$ cat src/rtl/ld_use_monitor.sv
module ld_use_monitor #(
  parameter int REG_W = 5,
  parameter int CNT_W = 8
) (
  input  logic             clk,
  input  logic             rst_n,
  input  logic             ins_valid,
  input  logic [1:0]       op_class,
  input  logic [REG_W-1:0] dst_reg,
  input  logic [REG_W-1:0] src_a,
  input  logic [REG_W-1:0] src_b,
  output logic             hazard_pulse,
  output logic [REG_W-1:0] hazard_reg,
  output logic [CNT_W-1:0] err_count
);
  localparam logic [1:0] OP_ALU   = 2'b00;
  localparam logic [1:0] OP_LOAD  = 2'b01;
  localparam logic [1:0] OP_STORE = 2'b10;
  localparam logic [1:0] OP_MISC  = 2'b11;
  localparam logic [CNT_W-1:0] CNT_MAX = '1;

  logic             pend_v;
  logic [REG_W-1:0] pend_r;
  logic             reads_a, reads_b, hit, arm;

  assign reads_a = (op_class != OP_MISC);
  assign reads_b = (op_class == OP_ALU) || (op_class == OP_STORE);
  assign hit     = ins_valid && pend_v &&
                   ((reads_a && src_a == pend_r) || (reads_b && src_b == pend_r));
  assign arm     = ins_valid && (op_class == OP_LOAD) && (dst_reg != '0);

  always_ff @(posedge clk or negedge rst_n) begin
    if (!rst_n) begin
      pend_v       <= 1'b0;
      pend_r       <= '0;
      hazard_pulse <= 1'b0;
      hazard_reg   <= '0;
      err_count    <= '0;
    end else begin
      pend_v       <= arm;
      pend_r       <= arm ? dst_reg : '0;
      hazard_pulse <= hit;
      hazard_reg   <= hit ? pend_r : '0;
      if (hit && err_count != CNT_MAX)
        err_count <= err_count + 1'b1;
    end
  end
endmodule


$ cat config.mk
export PLATFORM = sky130hd
export DESIGN_NAME = ld_use_monitor
export DESIGN_NICKNAME = d
export VERILOG_FILES = /design/src/rtl/ld_use_monitor.sv
export SDC_FILE = /design/constraint.sdc
export NUM_CORES = 1
export LEC_CHECK = 0
export ABC_AREA = 1
export BUFFER_PORTS_ARGS = -buffer_cell sky130_fd_sc_hd__buf_2
export CAP_MARGIN = 20
export CORE_MARGIN = 1
export CORE_UTILIZATION = 45
export DETAILED_ROUTE_END_ITERATION = 10
export PLACE_DENSITY = 0.75
export SYNTH_ARGS = -nofsm -noshare
export SYNTH_HDL_FRONTEND = slang
export SYNTH_SLANG_ARGS = --single-unit
export TNS_END_PERCENT = 30
$ cat constraint.sdc
create_clock -name clk -period 1.2 [get_ports clk]
set_input_delay 0.06 -clock clk [delete_from_list [all_inputs] [get_ports clk]]
set_output_delay 0.06 -clock clk [all_outputs]
set_load 0.01 [all_outputs]
# == Word-level counts from Yosys, hierarchy flattened ==
# Index checks and enable logic that the tools add are counted.
# op_classes
order_cmp,0
n_mux,2
div,0
n_eq_ne,6
add_sub_neg,1
n_reduce_logical,11
shifts,0
n_mul,0
bitwise_logic,0
# ops
op,count
$eq 5x5->1,2
$mux 5,2
$add 8x1->8 const B,1
$ne 8x8->1 const B,1
$logic_and 1x1->1,7
$reduce_bool 5->1,1
$eq 2x1->1 const B,1
$eq 2x2->1 const B,1
$logic_not 2->1,1
$logic_or 1x1->1,2
$ne 2x2->1 const B,1
# totals
ramBits,0
mem_bits_ro,0
ff_bits,20
mem_count,0
latchBits,0

# == Longest topological paths before layout ==
# Gate-level depths: netlist of the first run.
# logic_depth
word_depth,6
depth_mapped,9
ltp_nobuf,9

# == Least setup slack after synthesis of the first run ==
# No wires, ideal clock.
# synth_path
kind,register to register
startpoint,reg err_count[0]
endpoint,reg err_count[7]
period_less_slack_ps,1304
arrival_time_ps,1187
setup_time_ps,117
setup_slack_ps,-104
stages_incl_launch_ff,10
cell_sequence,dfrtp_1 ha_1 nand2_1 inv_2 nand3_2 nor2_4 nand2_4 nand3_4 nand2_1 nand2_1
# synth_via
elab_chain_len,2
# synth_lines
element,line,source
"start, declared",14,output logic [CNT_W-1:0] err_count
"start signal, assigned",45,err_count <= err_count + 1'b1;
branches (longest 2 deep; another with $add 8x1->8),--,
# Several ways; the timed one is not identified.
# A chain may end at the register's enable or synchronous reset.

# == Worst setup path after layout of the first run ==
# layout_path
startpoint,reg pend_r[0]
endpoint,reg err_count[0]
# layout_via
elab_chain_len,5
# layout_lines
element,line,source
"start, declared",23,logic [REG_W-1:0] pend_r;
"start signal, assigned",41,pend_r <= arm ? dst_reg : '0;
$eq 5x5->1,29,((reads_a && src_a == pend_r) || (reads_b && src_b == pend_r));
$logic_and 1x1->1,29,
$logic_or 1x1->1 *,29,
$logic_and 1x1->1 *,28,assign hit = ins_valid && pend_v &&
$logic_and 1x1->1 *,44,if (hit && err_count != CNT_MAX)
# Mark *: on every way between the ends. The rest lies on a longest branch, timed or not.

==> results of run 1 <==
cells in the mapped netlist, drive strengths merged:
cell	instances	area [sq um]
o21ai	1	5.00
nand4	9	56.3
nand3	6	52.6
ha	1	12.5
nor3	2	10.0
inv	34	128
xnor2	2	17.5
dfrtp	20	500
nand2	57	231
nor2	22	90.1
xor2	1	8.76
through the flow:
step                       util  hold WS, ns
after global routing      0.667       0.0251
after floorplan               -       -0.236
after global placement    0.615       0.0329
after detailed placement  0.615       0.0305
final                     0.667       0.0343
after CTS                 0.664       0.0224
layout make-up:
| class | count | share of cell area |
|---|---|---|
| Clock buffer | 4 | 0.0239 |
| Timing Repair Buffer | 49 | 0.206 |
| Inverter | 34 | 0.0840 |
| Tap cell | 28 | 0.0231 |
| Sequential cell | 20 | 0.329 |
| Multi-Input combinational cell | 101 | 0.334 |
worst min-delay path, delay by kind of cell:
kind | cells | cell delay (ns)
and+or+nand+nor | 2 | 0.10
buffers and inverters | 2 | 0.16
power by group:
group	switching [W]	total [W]	leakage, nW	internal [W]
clock	0.000197	0.000382	0.0210	0.000185
combinational	0.0000903	0.000170	0.644	0.0000799
sequential	0.00000806	0.000692	0.277	0.000684
total	0.000295	0.00125	0.942	0.000950
worst max-delay path by stage:
stage | depth (start not counted) | from | endpoint | slack, ns
after floorplan | 9 | err_count[0]$_DFFE_PN0P_ | err_count[7]$_DFFE_PN0P_ | -0.10
after global placement | 9 | err_count[0]$_DFFE_PN0P_ | err_count[1]$_DFFE_PN0P_ | -0.07
after detailed placement | 9 | err_count[0]$_DFFE_PN0P_ | err_count[1]$_DFFE_PN0P_ | -0.11
after CTS | 8 | pend_r[0]$_DFF_PN0_ | err_count[7]$_DFFE_PN0P_ | -0.11
after global routing | 9 | err_count[0]$_DFFE_PN0P_ | err_count[6]$_DFFE_PN0P_ | -0.22
final | 8 | pend_r[0]$_DFF_PN0_ | err_count[0]$_DFFE_PN0P_ | -0.13
cell families after synthesis:
family                   count (synthesis)  share of synthesized area
adder cells (fa/ha/maj)                  1                     0.0112
buffers and inverters                   34                      0.115
AND/OR/NAND/NOR                         96                      0.396
XOR/XNOR                                 3                     0.0236
flip-flops                              20                      0.450
AO/OA/AOI/OAI                            1                    0.00450
per-layer routing:
metal / track usage / routed length [um] / vias to the layer above
met2: 0.390 / 1240 / 29
met5: 0 / 0 / -
met1: 0.245 / 1040 / 482
met3: 0.0614 / 109 / 5
met4: 0.0676 / 36 / 0
li1: - / - / 569
timing repair:
action	in CTS	in global routing
setup endpoints to repair	13	14
pin swaps	2	5
hold buffers	6	0
hold endpoints to repair	25	0
gates resized for setup	4	3
==> flow_metrics.py, run 1 <==
metrics = {
    "finish": {
        "stdcell_count": 236,
        "max_ffs_per_register": 8,
        "final_net_count": 230,
        "top_library_cells_by_usage_in_the_layout_fill_and_taps_aside": "sky130_fd_sc_hd__nand2_1, sky130_fd_sc_hd__buf_2, sky130_fd_sc_hd__inv_1",
        "num-fill-cells": 184,
        "final_design_area_no_fill_sq_um": 1520,
        "commonest_non_fill_non_tap_cell_in_the_layout": "sky130_fd_sc_hd__nand2_1",
        "antenna_cells_inserted": 0,
        "area_growth_pct": 36.6,
        "final_layout_size_suffix_gt1_frac": 0.327,
        "multi_input_comb_area_sq_um": 507,
        "seqCellArea_sq_um": 500,
    },
    "setup_path": {
        "crit_slowest_cell": "sky130_fd_sc_hd__dfrtp_1",
        "setup_slack_of_the_worst_register_to_register_path_ns": -0.13,
        "path_class": "reg2reg",
        "critical_path_max_stage_delay_ns": 0.44,
        "cp_data_arrival_time_ns": 1.53,
        "critPathMostFrequentCell": "sky130_fd_sc_hd__nand2_1",
        "rr_worst_depth": 8,
        "worst-endpoint-required_ns": 1.40,
        "timing.critical_path.max_delay_family": "simple AND/OR/NAND/NOR gates",
        "crit-reg2reg-capture": "err_count[0]$_DFFE_PN0P_",
        "start_kind": "flop",
        "r2r-start": "pend_r[0]$_DFF_PN0_",
        "end_kind": "flop",
        "crit_path_cell_trace": "nand2_1 -> nand2_1 -> nor2_1 -> nand3_1 -> nand2_4 -> nand3_4 -> nand2_1 -> nand2_1",
        "sum_of_buffers_and_inverters_on_the_critical_path": 0,
        "worstPathMaxFanout": 8,
    },
    "routing": {
        "drtIter0Drc": 22,
        "remaining_drc_errors": 0,
        "routed_wl_mm": 2.43,
        "route.detailed.wl_per_inst_um": 10.3,
        "num_vias": 1085,
        "number_of_antenna_violating_nets_in_the_routed_design": 0,
        "detail_route.vias_per_cell": 4.60,
        "detailedRoute.firstPassIterationCount": 4,
    },
    "sta": {
        "worst_pin_slew_ns": 0.421,
        "final_min_period_over_clock_period": 1.11,
        "setup_skew_after_layout_ns": 0.000687,
        "grt_setup_unrepaired": "true",
        "timing.max_slew.rel_slack": 0.719,
        "setup_slack_ns": -0.127,
        "final_number_of_max_transition_violations": 0,
        "period_needed_ns": 1.33,
        "fin_tns_setup_ns": -1.02,
        "timing_hold_violations_final": 0,
        "clock.fmax_mhz": 753,
        "final_setup_violation_count": 13,
    },
    "placement": {
        "numPortBuffers": 33,
        "placed_area_sq_um": 1400,
        "hpwl_mm": 1.87,
        "routabilityCongestion": 0.857,
        "placedCellCount": 226,
        "detailedPlace.worstSlack_ns": -0.111,
    },
    "grt": {
        "first_pass_grt_wire_length_mm": 4.20,
        "first_global_vias": 1023,
        "grt-ovfl-total": 0,
        "grt_start_max_net_pins": 21,
        "antenna_found_initial": 0,
        "grt_usage": 0.216,
    },
    "pwr": {
        "design_power_total_w": 0.00125,
        "p_per_area_nw_per_um2": 820,
        "power_leakage_nw": 0.942,
        "vdd.ir_drop.worst_mv": 0.792,
    },
    "run_status": {
        "violations": "setup timing",
        "status": "complete, but fails checks",
    },
    "min_path": {
        "path_type_of_the_worst_min_delay_path": "in2reg",
        "min_from": "op_class[1]",
        "holdPathStages": 4,
        "holdPathEnd": "pend_r[3]$_DFF_PN0_",
    },
    "synthesis": {
        "gate_count_after_technology_mapping": 155,
        "synthDistinctLibCells": 17,
        "ys_seq_area_frac": 0.450,
        "ys_seq_elements": 20,
        "mappedNetlistArea_sq_um": 1110,
        "synthesis.yosys.warnings": 0,
        "postSynthNetCount": 176,
        "mean_cell_area_of_the_mapped_netlist_sq_um": 7.18,
    },
    "floorplan": {
        "num_rows": 17,
        "initial_core_util": 0.489,
        "core-area_sq_um": 2280,
        "dieHeight_um": 51.7,
        "die-width_um": 51.7,
        "die_area_sq_um": 2670,
        "count_of_pins_on_the_block_boundary": 34,
    },
    "clock_network": {
        "root_buffer": "sky130_fd_sc_hd__clkbuf_4",
        "worst_skew_late_latency_ns": 0.30,
        "cts_max_level": 1,
        "clk_transition_reported_paths_ns": 0.10,
        "tritoncts": "yes",
        "number_of_buffers_created_by_cts": 3,
        "max-clock-path-buffers": 2,
        "cts.sink_count": 20,
        "cts_post_setup_buffers_inserted": 0,
    },
    "run": {
        "timing.max_cap.violations": 0,
    },
}
Note: power is estimated with default switching activity, not from simulation.
==> run 2, diff against run 1 <==
Settings changed: BUFFER_PORTS_ARGS -buffer_cell sky130_fd_sc_hd__buf_2 to not set, CORE_UTILIZATION 45 to 55, DONT_BUFFER_PORTS set to 1, PLACE_DENSITY 0.75 to 0.74.
==> flow_metrics.py, run 2 (synthesis gave the netlist of run 1 again) <==
metrics = {
    "setup_path": {
        "cp_data_arrival_time_ns": 1.55,
        "worst-endpoint-required_ns": 1.40,
        "start_kind": "flop",
        "setup_slack_of_the_worst_register_to_register_path_ns": -0.15,
        "rr_worst_depth": 9,
        "path_class": "reg2reg",
        "r2r-start": "pend_r[4]$_DFF_PN0_",
        "crit-reg2reg-capture": "err_count[4]$_DFFE_PN0P_",
        "end_kind": "flop",
        "worstPathMaxFanout": 8,
    },
    "pwr": {
        "power.switching_fraction": 0.233,
        "vdd.ir_drop.worst_mv": 0.890,
        "p_per_area_nw_per_um2": 848,
        "share_comb_of_total_power": 0.114,
        "clock_network_fraction_of_design_power": 0.316,
        "pwr-share-seq": 0.570,
        "design_power_total_w": 0.00121,
        "power.internal_w": 0.000931,
        "power.switching_w": 0.000283,
        "power_leakage_nw": 0.848,
    },
    "grt": {
        "grt-ovfl-total": 0,
        "first_global_vias": 936,
        "first_pass_grt_wire_length_mm": 3.85,
        "grt_usage": 0.252,
        "antenna_found_initial": 0,
        "grt_start_max_net_pins": 21,
    },
    "placement": {
        "placedCellCount": 193,
        "routabilityCongestion": 0.898,
        "detailedPlace.worstSlack_ns": -0.122,
        "numPortBuffers": 0,
        "hpwl_mm": 1.70,
        "placed_area_sq_um": 1250,
    },
    "floorplan": {
        "initial_core_util": 0.617,
        "core-area_sq_um": 1800,
        "num_rows": 15,
        "dieHeight_um": 47.0,
        "die_area_sq_um": 2210,
        "count_of_pins_on_the_block_boundary": 34,
        "die-width_um": 47.0,
    },
    "routing": {
        "remaining_drc_errors": 0,
        "num_vias": 1020,
        "detailedRoute.firstPassIterationCount": 4,
        "detail_route.vias_per_cell": 4.86,
        "routed_wl_mm": 2.37,
        "drtIter0Drc": 27,
        "number_of_antenna_violating_nets_in_the_routed_design": 0,
        "route.detailed.wl_per_inst_um": 11.3,
    },
    "finish": {
        "commonest_non_fill_non_tap_cell_in_the_layout": "sky130_fd_sc_hd__nand2_1",
        "top_library_cells_by_usage_in_the_layout_fill_and_taps_aside": "sky130_fd_sc_hd__nand2_1, sky130_fd_sc_hd__inv_1, sky130_fd_sc_hd__nor2_1",
        "final_net_count": 207,
        "area_growth_pct": 28.8,
        "layout.core_utilization": 0.795,
        "num-fill-cells": 124,
        "stdcell_count": 210,
        "final_design_area_no_fill_sq_um": 1430,
        "final_layout_size_suffix_gt1_frac": 0.211,
        "max_ffs_per_register": 8,
        "antenna_cells_inserted": 0,
    },
    "clock_network": {
        "tritoncts": "yes",
        "root_buffer": "sky130_fd_sc_hd__clkbuf_4",
        "clk_transition_reported_paths_ns": 0.11,
        "worst_skew_late_latency_ns": 0.29,
        "cts.sink_count": 20,
        "max-clock-path-buffers": 2,
        "cts_max_level": 1,
        "number_of_buffers_created_by_cts": 3,
    },
    "min_path": {
        "holdPathStages": 4,
        "path_type_of_the_worst_min_delay_path": "in2reg",
        "min_from": "ins_valid",
        "holdPathEnd": "err_count[7]$_DFFE_PN0P_",
    },
    "run_status": {
        "violations": "setup timing",
        "status": "complete, but fails checks",
    },
    "sta": {
        "setup_skew_after_layout_ns": 0.00666,
        "final_number_of_max_transition_violations": 0,
        "grt_setup_unrepaired": "true",
        "setup_slack_ns": -0.148,
        "clock.fmax_mhz": 742,
        "worst_pin_slew_ns": 0.879,
        "final_min_period_over_clock_period": 1.12,
        "timing.max_slew.rel_slack": 0.412,
        "period_needed_ns": 1.35,
        "timing_hold_violations_final": 0,
        "final_setup_violation_count": 14,
    },
    "run": {
        "timing.max_cap.violations": 0,
    },
}
[run 2: power by group through the flow]
| stage | combinational [W] | clock [W] | sequential, W |
|---|---|---|---|
| 6_report | 0.000139 | 0.000383 | 0.000692 |
| 5_1_grt | 0.000159 | 0.000427 | 0.000694 |
| 4_1_cts | 0.000135 | 0.000396 | 0.000692 |
| 3_5_place_dp | 0.0000992 | 0 | 0.000706 |
| 3_3_place_gp | 0.0000955 | 0 | 0.000705 |
| 2_1_floorplan | 0.0000634 | 0 | 0.000710 |
[run 2: timing repair]
item | in CTS | in global routing
hold buffers | 12 | 0
endpoints found under the hold margin | 26 | 0
gates resized for setup | 1 | 5
endpoints found under the setup margin | 13 | 14
pin swaps | 4 | 8
buffers inserted | 0 | 1
[run 2: area by class of cell]
class	count	area, sq um	share of cell area
inverter	34	128	0.0891
sequential	20	500	0.349
multi-input combinational	101	499	0.348
clock buffer	4	36.3	0.0253
tap	25	31.3	0.0218
timing repair buffer	26	238	0.166
[run 2: layer usage]
| metal | wire length (um) | vias to the layer above | global-route usage |
|---|---|---|---|
| met5 | 0 | - | 0 |
| met4 | 14 | 0 | 0.0514 |
| met3 | 175 | 2 | 0.0577 |
| met2 | 1170 | 35 | 0.436 |
| met1 | 1010 | 458 | 0.324 |
| li1 | - | 525 | - |
[run 2: through the flow]
stage                     hold WS, ns  setup TNS (ns)
after floorplan                -0.236          -0.823
after global placement         -0.235          -0.448
after detailed placement       -0.235          -0.839
after CTS                      0.0749          -0.988
after global routing            0.107           -2.84
final                          0.0907           -1.34
[run 2: worst max path at each step]
| stage | from | to | slack [ns] |
|---|---|---|---|
| after floorplan | err_count[0]$_DFFE_PN0P_ | err_count[7]$_DFFE_PN0P_ | -0.10 |
| after CTS | pend_r[4]$_DFF_PN0_ | err_count[4]$_DFFE_PN0P_ | -0.13 |
| after global placement | err_count[0]$_DFFE_PN0P_ | err_count[7]$_DFFE_PN0P_ | -0.07 |
| final | pend_r[4]$_DFF_PN0_ | err_count[4]$_DFFE_PN0P_ | -0.15 |
| after detailed placement | err_count[0]$_DFFE_PN0P_ | err_count[4]$_DFFE_PN0P_ | -0.12 |
| after global routing | pend_r[4]$_DFF_PN0_ | err_count[4]$_DFFE_PN0P_ | -0.25 |
[run 2: worst max-delay path: stages (launching register included)]
cell                      delay (ns)
sky130_fd_sc_hd__dfrtp_1        0.42
sky130_fd_sc_hd__buf_4          0.15
sky130_fd_sc_hd__nand2_1        0.05
sky130_fd_sc_hd__nand2_1        0.04
sky130_fd_sc_hd__nor2_1         0.10
sky130_fd_sc_hd__nand3_2        0.10
sky130_fd_sc_hd__nand2_4        0.10
sky130_fd_sc_hd__nand3_4        0.13
sky130_fd_sc_hd__nand2_2        0.10
sky130_fd_sc_hd__nand2_2        0.05
==> run 3, diff against run 2 <==
Settings changed: CORE_UTILIZATION 55 to 38, PLACE_DENSITY 0.74 to 0.55, SETUP_SLACK_MARGIN set to 0.05.
==> flow_metrics.py, run 3 (synthesis gave the netlist of run 1 again) <==
metrics = {
    "run_status": {
        "status": "complete, but fails checks",
        "violations": "setup timing",
    },
    "setup_path": {
        "sum_of_buffers_and_inverters_on_the_critical_path": 1,
        "end_kind": "flop",
        "worst-endpoint-required_ns": 1.42,
        "crit_slowest_cell": "sky130_fd_sc_hd__dfrtp_1",
        "start_kind": "flop",
        "cp_data_arrival_time_ns": 1.59,
        "crit_path_cell_trace": "inv_2 -> nand2_1 -> nand2_1 -> nor2_1 -> nand3_1 -> nand2_4 -> nand3_4 -> nand2_1 -> nand2_1",
        "timing.critical_path.max_delay_family": "simple AND/OR/NAND/NOR gates",
        "path_class": "reg2reg",
        "critical_path_max_stage_delay_ns": 0.43,
        "worstPathMaxFanout": 8,
        "critPathMostFrequentCell": "sky130_fd_sc_hd__nand2_1",
    },
    "sta": {
        "final_min_period_over_clock_period": 1.14,
        "clock.fmax_mhz": 729,
        "final_setup_violation_count": 14,
        "final_number_of_max_transition_violations": 0,
        "worst_pin_slew_ns": 0.921,
        "timing_hold_violations_final": 0,
        "grt_setup_unrepaired": "true",
        "fin_tns_setup_ns": -1.56,
        "setup_slack_ns": -0.171,
        "setup_skew_after_layout_ns": 0.0104,
        "timing.max_slew.rel_slack": 0.384,
        "period_needed_ns": 1.37,
    },
    "routing": {
        "num_vias": 1030,
        "detailedRoute.firstPassIterationCount": 4,
        "drtIter0Drc": 18,
        "number_of_antenna_violating_nets_in_the_routed_design": 0,
        "routed_wl_mm": 2.55,
        "remaining_drc_errors": 0,
        "detail_route.vias_per_cell": 4.64,
        "route.detailed.wl_per_inst_um": 11.5,
    },
    "floorplan": {
        "die_area_sq_um": 3150,
        "dieHeight_um": 56.1,
        "count_of_pins_on_the_block_boundary": 34,
        "num_rows": 19,
        "core-area_sq_um": 2760,
        "die-width_um": 56.1,
        "initial_core_util": 0.403,
    },
    "placement": {
        "hpwl_mm": 1.83,
        "placed_area_sq_um": 1260,
        "placedCellCount": 200,
        "numPortBuffers": 0,
        "routabilityCongestion": 0.807,
        "detailedPlace.worstSlack_ns": -0.132,
    },
    "pwr": {
        "power_leakage_nw": 0.873,
        "vdd.ir_drop.worst_mv": 0.527,
        "p_per_area_nw_per_um2": 843,
    },
    "clock_network": {
        "cts.sink_count": 20,
        "number_of_buffers_created_by_cts": 3,
        "clk_transition_reported_paths_ns": 0.12,
        "worst_skew_late_latency_ns": 0.31,
        "tritoncts": "yes",
        "root_buffer": "sky130_fd_sc_hd__clkbuf_4",
        "max-clock-path-buffers": 2,
        "cts_max_level": 1,
    },
    "grt": {
        "antenna_found_initial": 0,
        "grt-ovfl-total": 0,
        "grt_usage": 0.175,
        "first_global_vias": 996,
        "grt_start_max_net_pins": 21,
        "first_pass_grt_wire_length_mm": 4.23,
    },
    "finish": {
        "top_library_cells_by_usage_in_the_layout_fill_and_taps_aside": "sky130_fd_sc_hd__nand2_1, sky130_fd_sc_hd__inv_1, sky130_fd_sc_hd__nor2_1",
        "stdcell_count": 222,
        "commonest_non_fill_non_tap_cell_in_the_layout": "sky130_fd_sc_hd__nand2_1",
        "final_design_area_no_fill_sq_um": 1480,
        "multi_input_comb_area_sq_um": 502,
        "area_growth_pct": 32.6,
        "max_ffs_per_register": 8,
        "antenna_cells_inserted": 0,
        "seqCellArea_sq_um": 500,
        "final_net_count": 213,
        "final_layout_size_suffix_gt1_frac": 0.246,
        "num-fill-cells": 276,
    },
    "min_path": {
        "path_type_of_the_worst_min_delay_path": "in2reg",
    },
    "run": {
        "timing.max_cap.violations": 0,
    },
}
-- run 3: cell count changes in the layout (fill, tap and decap cells not counted) --
cell and delta:
sky130_fd_sc_hd__buf_4 +7, sky130_fd_sc_hd__buf_12 -1, sky130_fd_sc_hd__inv_1 -1, sky130_fd_sc_hd__inv_2 +1, sky130_fd_sc_hd__nand2_1 -1, sky130_fd_sc_hd__nand2_2 +1
-- run 3: final timing paths --
path | from | endpoint | slack (ns) | depth (start not counted)
worst min register to register | err_count[6]$_DFFE_PN0P_ | err_count[6]$_DFFE_PN0P_ | 0.56 | 2
worst min-delay path | ins_valid | err_count[6]$_DFFE_PN0P_ | 0.08 | 4
min in group asynchronous | rst_n | pend_v$_DFF_PN0_ | 0.32 | 1
worst max-delay path | pend_r[4]$_DFF_PN0_ | err_count[0]$_DFFE_PN0P_ | -0.17 | 9
max in group asynchronous | rst_n | pend_r[4]$_DFF_PN0_ | 0.32 | 1
worst max register to register | pend_r[4]$_DFF_PN0_ | err_count[0]$_DFFE_PN0P_ | -0.17 | 9
-- run 3: layout make-up --
| class | instances | share of cell area |
|---|---|---|
| clock buffers | 4 | 0.0246 |
| inverters | 34 | 0.0865 |
| multi-input cells | 101 | 0.340 |
| flip-flops and latches | 20 | 0.339 |
| well taps | 31 | 0.0263 |
| repair buffers | 32 | 0.183 |
-- run 3: worst reg2reg max path, cell delays in order (launching register included) --
cell	delay, ns
sky130_fd_sc_hd__dfrtp_1	0.43
sky130_fd_sc_hd__inv_2	0.05
sky130_fd_sc_hd__nand2_1	0.06
sky130_fd_sc_hd__nand2_1	0.05
sky130_fd_sc_hd__nor2_1	0.11
sky130_fd_sc_hd__nand3_1	0.12
sky130_fd_sc_hd__nand2_4	0.15
sky130_fd_sc_hd__nand3_4	0.15
sky130_fd_sc_hd__nand2_1	0.12
sky130_fd_sc_hd__nand2_1	0.05
-- run 3: power breakdown --
group	total, W	switching (W)	internal (W)	leakage [nW]
Clock	0.000407	0.000222	0.000185	0.0210
Combinational	0.000145	0.0000775	0.0000671	0.574
Sequential	0.000693	0.00000804	0.000685	0.277
-- run 3: per-layer routing --
layer	up-vias	global-route usage	share of wire
met5	-	0	0
met4	0	0.0871	0.014
met3	4	0.0256	0.032
met2	25	0.289	0.50
met1	465	0.222	0.45
li1	536	-	-
-- run 3: repair_timing --
action | CTS | global route
hold buffers | 12 | 0
endpoints found under the setup margin | 14 | 14
setup buffers | 2 | 4
gates resized for setup | 1 | 7
hold endpoints to repair | 26 | 0
pin swaps | 2 | 8
-- run 3: stage by stage --
step | power [W] | hold WS (ns) | util
floorplan | 0.000773 | -0.236 | -
global placement | 0.000802 | -0.235 | 0.456
detailed placement | 0.000805 | -0.235 | 0.456
CTS | 0.00125 | 0.0682 | 0.519
global route | 0.00130 | 0.0984 | 0.535
finish | 0.00124 | 0.0843 | 0.535
